**src/rtl/nbs_pkg.sv**
```systemverilog
package nbs_pkg;

  typedef enum logic [1:0] {
    PH_IDLE   = 2'd0,
    PH_SETUP  = 2'd1,
    PH_STROBE = 2'd2,
    PH_HOLD   = 2'd3
  } nbs_phase_e;

  typedef enum logic [1:0] {
    K_DATA = 2'd0,
    K_CMD  = 2'd1,
    K_ADDR = 2'd2
  } nbs_kind_e;

  // Window field to cycle type: 01 command, 10 address, others data.
  function automatic nbs_kind_e window_kind(input logic [1:0] win);
    case (win)
      2'b01:   window_kind = K_CMD;
      2'b10:   window_kind = K_ADDR;
      default: window_kind = K_DATA;
    endcase
  endfunction

endpackage

```
**src/rtl/nbs_sync2.sv**
```systemverilog
module nbs_sync2 #(
  parameter logic RESET_VAL = 1'b1
) (
  input  logic clk,
  input  logic rst_n,
  input  logic async_in,
  output logic sync_out
);
  logic stage1;

  always_ff @(posedge clk or negedge rst_n) begin
    if (!rst_n) begin
      stage1   <= RESET_VAL;
      sync_out <= RESET_VAL;
    end else begin
      stage1   <= async_in;
      sync_out <= stage1;
    end
  end
endmodule

```
**src/rtl/nbs_gap_tracker.sv**
```systemverilog
// Counts cycles since `mark` was last high, saturating at all ones.
// A value of 1 means the mark was high in the previous cycle.
module nbs_gap_tracker #(
  parameter int W = 5
) (
  input  logic         clk,
  input  logic         rst_n,
  input  logic         mark,
  output logic [W-1:0] since
);
  localparam logic [W-1:0] ONE = W'(1);
  localparam logic [W-1:0] TOP = '1;

  always_ff @(posedge clk or negedge rst_n) begin
    if (!rst_n)           since <= TOP;
    else if (mark)        since <= ONE;
    else if (since != TOP) since <= since + ONE;
  end
endmodule

```
**src/rtl/nand_bus_seq.sv**
```systemverilog
module nand_bus_seq
  import nbs_pkg::*;
#(
  parameter int ADDR_W  = 8,
  parameter int WIN_LSB = 4,
  parameter int DATA_W  = 16,
  parameter int NBANK   = 4,
  parameter int TW      = 8,
  parameter int DW      = 4
) (
  input  logic                     clk,
  input  logic                     rst_n,
  input  logic                     req_valid,
  input  logic [ADDR_W-1:0]        req_addr,
  input  logic                     req_write,
  input  logic [DATA_W-1:0]        req_wdata,
  output logic                     req_ack,
  output logic [DATA_W-1:0]        ack_rdata,
  input  logic [TW-1:0]            cfg_tset,
  input  logic [TW-1:0]            cfg_twait,
  input  logic [TW-1:0]            cfg_thold,
  input  logic [TW-1:0]            cfg_thiz,
  input  logic [DW-1:0]            cfg_tclr,
  input  logic [DW-1:0]            cfg_tar,
  input  logic [$clog2(NBANK)-1:0] cfg_bank,
  input  logic                     cfg_wide,
  output logic [NBANK-1:0]         nand_ce_n,
  output logic                     nand_cle,
  output logic                     nand_ale,
  output logic                     nand_we_n,
  output logic                     nand_re_n,
  output logic [DATA_W-1:0]        nand_dq_out,
  output logic                     nand_dq_oe,
  input  logic [DATA_W-1:0]        nand_dq_in,
  input  logic                     nand_wait_n
);
  localparam int BANK_W   = $clog2(NBANK);
  localparam int NARROW_W = DATA_W / 2;
  localparam int SINCE_W  = DW + 1;
  localparam logic [TW-1:0] ONE_T = TW'(1);

  // Keeps the low lane only on the narrow port.
  function automatic logic [DATA_W-1:0] lane_fit(input logic [DATA_W-1:0] d,
                                                 input logic wide);
    lane_fit = wide ? d : {{(DATA_W-NARROW_W){1'b0}}, d[NARROW_W-1:0]};
  endfunction

  // Gap met when strictly more than the field value of quiet cycles passed.
  function automatic logic gap_met(input logic [SINCE_W-1:0] since,
                                   input logic [DW-1:0] field);
    gap_met = since > {1'b0, field};
  endfunction

  nbs_phase_e          phase;
  nbs_kind_e           kind_l;
  logic [TW-1:0]       cnt;
  logic [TW-1:0]       hiz_cnt;
  logic [TW-1:0]       twait_l;
  logic [TW-1:0]       thold_l;
  logic [DW-1:0]       tclr_l;
  logic [DW-1:0]       tar_l;
  logic [BANK_W-1:0]   bank_l;
  logic                wide_l;
  logic                write_l;
  logic [DATA_W-1:0]   wdata_l;
  logic [DATA_W-1:0]   rdata_q;
  logic [SINCE_W-1:0]  since_cle;
  logic [SINCE_W-1:0]  since_ale;

  // Named internal events
  logic      active, accept, in_strobe, wait_ok, gap_ok;
  logic      setup_done, strobe_done, hold_done;
  nbs_kind_e req_kind;
  logic      unused_addr_bits;

  assign unused_addr_bits = ^req_addr;
  assign req_kind    = window_kind(req_addr[WIN_LSB+1:WIN_LSB]);
  assign active      = (phase != PH_IDLE);
  assign accept      = (phase == PH_IDLE) && req_valid;
  assign in_strobe   = (phase == PH_STROBE);
  assign gap_ok      = write_l || (gap_met(since_cle, tclr_l) && gap_met(since_ale, tar_l));
  assign setup_done  = (phase == PH_SETUP) && (cnt == '0) && gap_ok;
  assign strobe_done = in_strobe && wait_ok && (cnt == '0);
  assign hold_done   = (phase == PH_HOLD) && (cnt == '0);

  nbs_sync2 #(.RESET_VAL(1'b1)) u_wait_sync (
    .clk      (clk),
    .rst_n    (rst_n),
    .async_in (nand_wait_n),
    .sync_out (wait_ok)
  );

  nbs_gap_tracker #(.W(SINCE_W)) u_cle_gap (
    .clk   (clk),
    .rst_n (rst_n),
    .mark  (nand_cle),
    .since (since_cle)
  );

  nbs_gap_tracker #(.W(SINCE_W)) u_ale_gap (
    .clk   (clk),
    .rst_n (rst_n),
    .mark  (nand_ale),
    .since (since_ale)
  );

  // Phase sequencing with one shared down-counter
  always_ff @(posedge clk or negedge rst_n) begin
    if (!rst_n) begin
      phase   <= PH_IDLE;
      cnt     <= '0;
      kind_l  <= K_DATA;
      write_l <= 1'b0;
      wdata_l <= '0;
      twait_l <= '0;
      thold_l <= '0;
      tclr_l  <= '0;
      tar_l   <= '0;
      bank_l  <= '0;
      wide_l  <= 1'b0;
      rdata_q <= '0;
    end else begin
      case (phase)
        PH_IDLE: begin
          if (req_valid) begin
            phase   <= PH_SETUP;
            cnt     <= cfg_tset;
            kind_l  <= req_kind;
            write_l <= req_write || (req_kind != K_DATA);
            wdata_l <= lane_fit(req_wdata, cfg_wide);
            twait_l <= cfg_twait;
            thold_l <= cfg_thold;
            tclr_l  <= cfg_tclr;
            tar_l   <= cfg_tar;
            bank_l  <= cfg_bank;
            wide_l  <= cfg_wide;
          end
        end
        PH_SETUP: begin
          if (setup_done) begin
            phase <= PH_STROBE;
            cnt   <= twait_l;
          end else if (cnt != '0) begin
            cnt <= cnt - ONE_T;
          end
        end
        PH_STROBE: begin
          if (strobe_done) begin
            phase <= PH_HOLD;
            cnt   <= thold_l;
            if (!write_l) rdata_q <= lane_fit(nand_dq_in, wide_l);
          end else if (wait_ok) begin
            cnt <= cnt - ONE_T;
          end
        end
        PH_HOLD: begin
          if (hold_done) phase <= PH_IDLE;
          else           cnt   <= cnt - ONE_T;
        end
        default: phase <= PH_IDLE;
      endcase
    end
  end

  // Write tristate delay, counted from the first setup cycle
  always_ff @(posedge clk or negedge rst_n) begin
    if (!rst_n)                       hiz_cnt <= '0;
    else if (accept)                  hiz_cnt <= cfg_thiz;
    else if (active && hiz_cnt != '0) hiz_cnt <= hiz_cnt - ONE_T;
  end

  for (genvar b = 0; b < NBANK; b++) begin : g_ce
    assign nand_ce_n[b] = !(active && (bank_l == BANK_W'(b)));
  end

  assign nand_cle    = active && (kind_l == K_CMD);
  assign nand_ale    = active && (kind_l == K_ADDR);
  assign nand_we_n   = !(in_strobe && write_l);
  assign nand_re_n   = !(in_strobe && !write_l);
  assign nand_dq_oe  = active && write_l && (hiz_cnt == '0);
  assign nand_dq_out = nand_dq_oe ? wdata_l : '0;
  assign req_ack     = hold_done;
  assign ack_rdata   = rdata_q;

endmodule

```
**config.mk**
```make
export PLATFORM = sky130hd
export DESIGN_NAME = nand_bus_seq
export DESIGN_NICKNAME = d
export VERILOG_FILES = /design/src/rtl/nbs_pkg.sv /design/src/rtl/nbs_sync2.sv /design/src/rtl/nbs_gap_tracker.sv /design/src/rtl/nand_bus_seq.sv
export SDC_FILE = /design/constraint.sdc
export NUM_CORES = 1
export LEC_CHECK = 0
export BUFFER_PORTS_ARGS = -buffer_cell sky130_fd_sc_hd__buf_2
export CAP_MARGIN = 20
export CORE_ASPECT_RATIO = 1.75
export CORE_MARGIN = 4
export CORE_UTILIZATION = 48
export DETAILED_ROUTE_END_ITERATION = 12
export PLACE_DENSITY = 0.78
export SKIP_LAST_GASP = 1
export SLEW_MARGIN = 20
export SYNTH_ARGS = -nofsm -noshare
export SYNTH_HDL_FRONTEND = slang
export SYNTH_SLANG_ARGS = --single-unit
```
**constraint.sdc**
```tcl
create_clock -name clk -period 2.2 [get_ports clk]
set_input_delay 0.11 -clock clk [delete_from_list [all_inputs] [get_ports clk]]
set_output_delay 0.11 -clock clk [all_outputs]
set_load 0.05 [all_outputs]
```
==> qor.yml <==
fin_ws_ns: -0.196
synthTopCellsByCount: "nand2_1 (150), dfrtp_1 (80), o21ai_0 (32)"
synth_nets: 638
cap_violations: 0
synthArstFlopShare_pct: 100
critPathMaxFanout: 8
final_antenna_net_count: 0
dpl.hpwl_um: 9440
dp_cells: 781
critPathMaxStageDelay_ns: 0.59
synth_ff_type: "dfrtp_1"
core-area_um2: 9530
syn_inst: 529
fin_skew_ns: 0.00827
synth_cell_types: 56
whs_ns: 0.00741
fmax_ghz: 0.417
critPathCaptureType: "flip-flop"
insertion_delay_ns: 0.34
yosysTopAreaCell: "dfrtp_1"
synth_warnings: 0
port_buffers: 123
status: "complete, but fails checks"
antenna_cells: 0
setup_viol: 9
clkSinkCount: 92
io-pin-count: 130
cp_top_family: "compound AO/OA/AOI/OAI gates"
gp_congestion: 0.843
power_leakage_nw: 3.26
dieHeight_um: 139
drive_above_1_share_pct: 33.1
power_density_nw_per_um2: 1360
yosysMostFrequentCell: "nand2_1"
avgViaCountPerCell: 5.28
synth_top_area_share_pct: 42.3
synth_area_um2: 4730
worst_pin_slew_ns: 0.453
synth_edf_count: 0
dieWidth_um: 83.1
final_area_um2: 6800
hp-class: "primary input to flip-flop"
avgSynthCellArea_um2: 8.95
slew_viol_final: 0
place_area_um2: 5710
initial_core_util_pct: 49.7
antenna_found_initial: 0
num_vias: 4489
cp_common_cell: "buf_4"
crit_buf_inv: 2
grt_pass1_wl_um: 22400
reg2reg_depth: 9
cp-start-kind: "flip-flop"
critPathArrivalTime_ns: 2.62
path_cells: "ha_4, nand3_1, o32a_1, a311oi_4, buf_4, buf_4, nor3_4, o21ai_1, a32o_2"
cts-buffers-inserted: 9
criticalPathCategory: "flip-flop to flip-flop"
firstDrtPassIters: 4
overflow: 0
cts_tree: "built"
hold_path_depth: 3
stdcell_count: 850
violations: "setup timing"
synth-seq-cells: 92
drtIter0Drc: 361
synth-seq-area-share_pct: 49.0
avgRoutedWirePerCell_um: 16.7
wirelength_um: 14200
grt_pass1_vias: 4786
rows: 47
cp_slowest_cell: "dfstp_2"
max_slew_margin_pct: 69.8
clockBufferDepth: 2
area_growth_pct: 43.6
grt_util_all_layers_pct: 24.1
drc_errors: 0
synthTopCellsByArea: "dfrtp_1 (42%), nand2_1 (12%), dfstp_2 (6.7%), ha_1 (5.6%), o21ai_0 (3.4%)"
grt_max_degree: 34
cp.required_ns: 2.43
die-area_um2: 11600
finalHoldViolations: 0
multi_input_area_um2: 2380
cp.depth: 9
fill_cells: 689
ir_drop_v: 0.000744
regArea_um2: 2320
root_buffer: "clkbuf_16"
fin_nets: 832
finalSetupTns_ns: -1.21
htree_levels: 3
rsz0062_at_grt: "yes"
clk_pin_slew_ns: 0.06
fin_crit_sh_pct: 109
layout_min_cycle_time_ns: 2.40
[worst paths after layout]
check,end,slack [ns],start
max,cnt[6],-0.20,u_cle_gap.since[1]
min,hiz_cnt[0],0.007,cfg_thiz[0]
max reg2reg,cnt[6],-0.20,u_cle_gap.since[1]
min reg2reg,u_wait_sync.sync_out,0.36,u_wait_sync.stage1
max in group asynchronous,u_cle_gap.since[1],1.32,rst_n
min in group asynchronous,twait_l[3],0.25,rst_n
[through the flow]
step / setup WS [ns] / power [mW] / utilization, %
2_1_floorplan: -0.340 / 5.52 / -
3_3_place_gp: -0.102 / 6.61 / 59.9
3_5_place_dp: -0.199 / 6.85 / 59.9
4_1_cts: -0.181 / 8.70 / 69.5
5_1_grt: -0.264 / 9.81 / 71.3
6_report: -0.196 / 9.23 / 71.3
[worst register-to-register path, delay by kind of cell (launching register included)]
kind | cells | cell delay [ns]
flip-flops | 1 | 0.59
AND/OR/NAND/NOR | 2 | 0.44
adder cells (fa/ha/maj) | 1 | 0.22
AO/OA/AOI/OAI | 4 | 0.74
buffers and inverters | 2 | 0.29
[registers in the layout, indices dropped and copies added (netlist names), 4 cells and up]
register / cells
ack_rdata: 16
cnt: 8
hiz_cnt: 8
tar_l: 4
tclr_l: 4
thold_l: 8
twait_l: 8
u_ale_gap.since: 5
u_cle_gap.since: 5
wdata_l: 16
[area by class of cell]
class | count | area share (%)
sequential | 92 | 34.1
clock inverter | 5 | 0.865
clock buffer | 11 | 3.72
timing repair buffer | 211 | 22.4
multi-input combinational | 380 | 35.1
inverter | 29 | 1.64
tap | 122 | 2.25
[cells in the final DEF, fill, tap and decap left out, types with 8 or more instances in the layout]
| cell type | count |
|---|---|
| nand2_1 | 150 |
| buf_2 | 103 |
| dfrtp_1 | 80 |
| buf_4 | 50 |
| dlygate4sd3_1 | 47 |
| o21ai_0 | 27 |
| inv_1 | 26 |
| nor2_1 | 21 |
| nand3_1 | 20 |
| a21oi_1 | 17 |
| nand2b_1 | 13 |
| ha_1 | 13 |
| dfstp_2 | 12 |
| and2_2 | 11 |
| clkbuf_16 | 9 |
| ha_4 | 8 |
[cell families (layout without fill, tap and decap cells)]
kind of cell	after synthesis	in the layout	share of synthesized area [%]
mux	6	6	1.30
buf+inv	57	256	5.26
simple gates	259	259	25.0
flops	92	92	49.0
fa+ha+maj	21	21	5.55
xor+xnor	6	6	1.11
compound gates	88	88	12.8
[routing by layer]
layer,vias to the layer above,global-route usage [%],routed length (um)
met2,162,43.4,7670
met3,42,5.26,666
met4,0,14.0,626
met5,-,0,0
met1,2121,25.5,5220
li1,2164,-,-
[power by group]
group / total, mW / switching (mW) / internal, mW
Clock: 1.59 / 0.650 / 0.944
Sequential: 3.02 / 0.549 / 2.47
Combinational: 4.62 / 2.66 / 1.95
Total: 9.23 / 3.86 / 5.37
[timing repair]
action                                  in CTS  in global routing
gates resized for setup                     31                 27
endpoints found under the hold margin       70                  0
endpoints found under the setup margin      25                 29
pin swaps                                   20                 14
hold buffers                                47                  0
buffers inserted                             3                  4
Power figures use the tool's default switching activity.
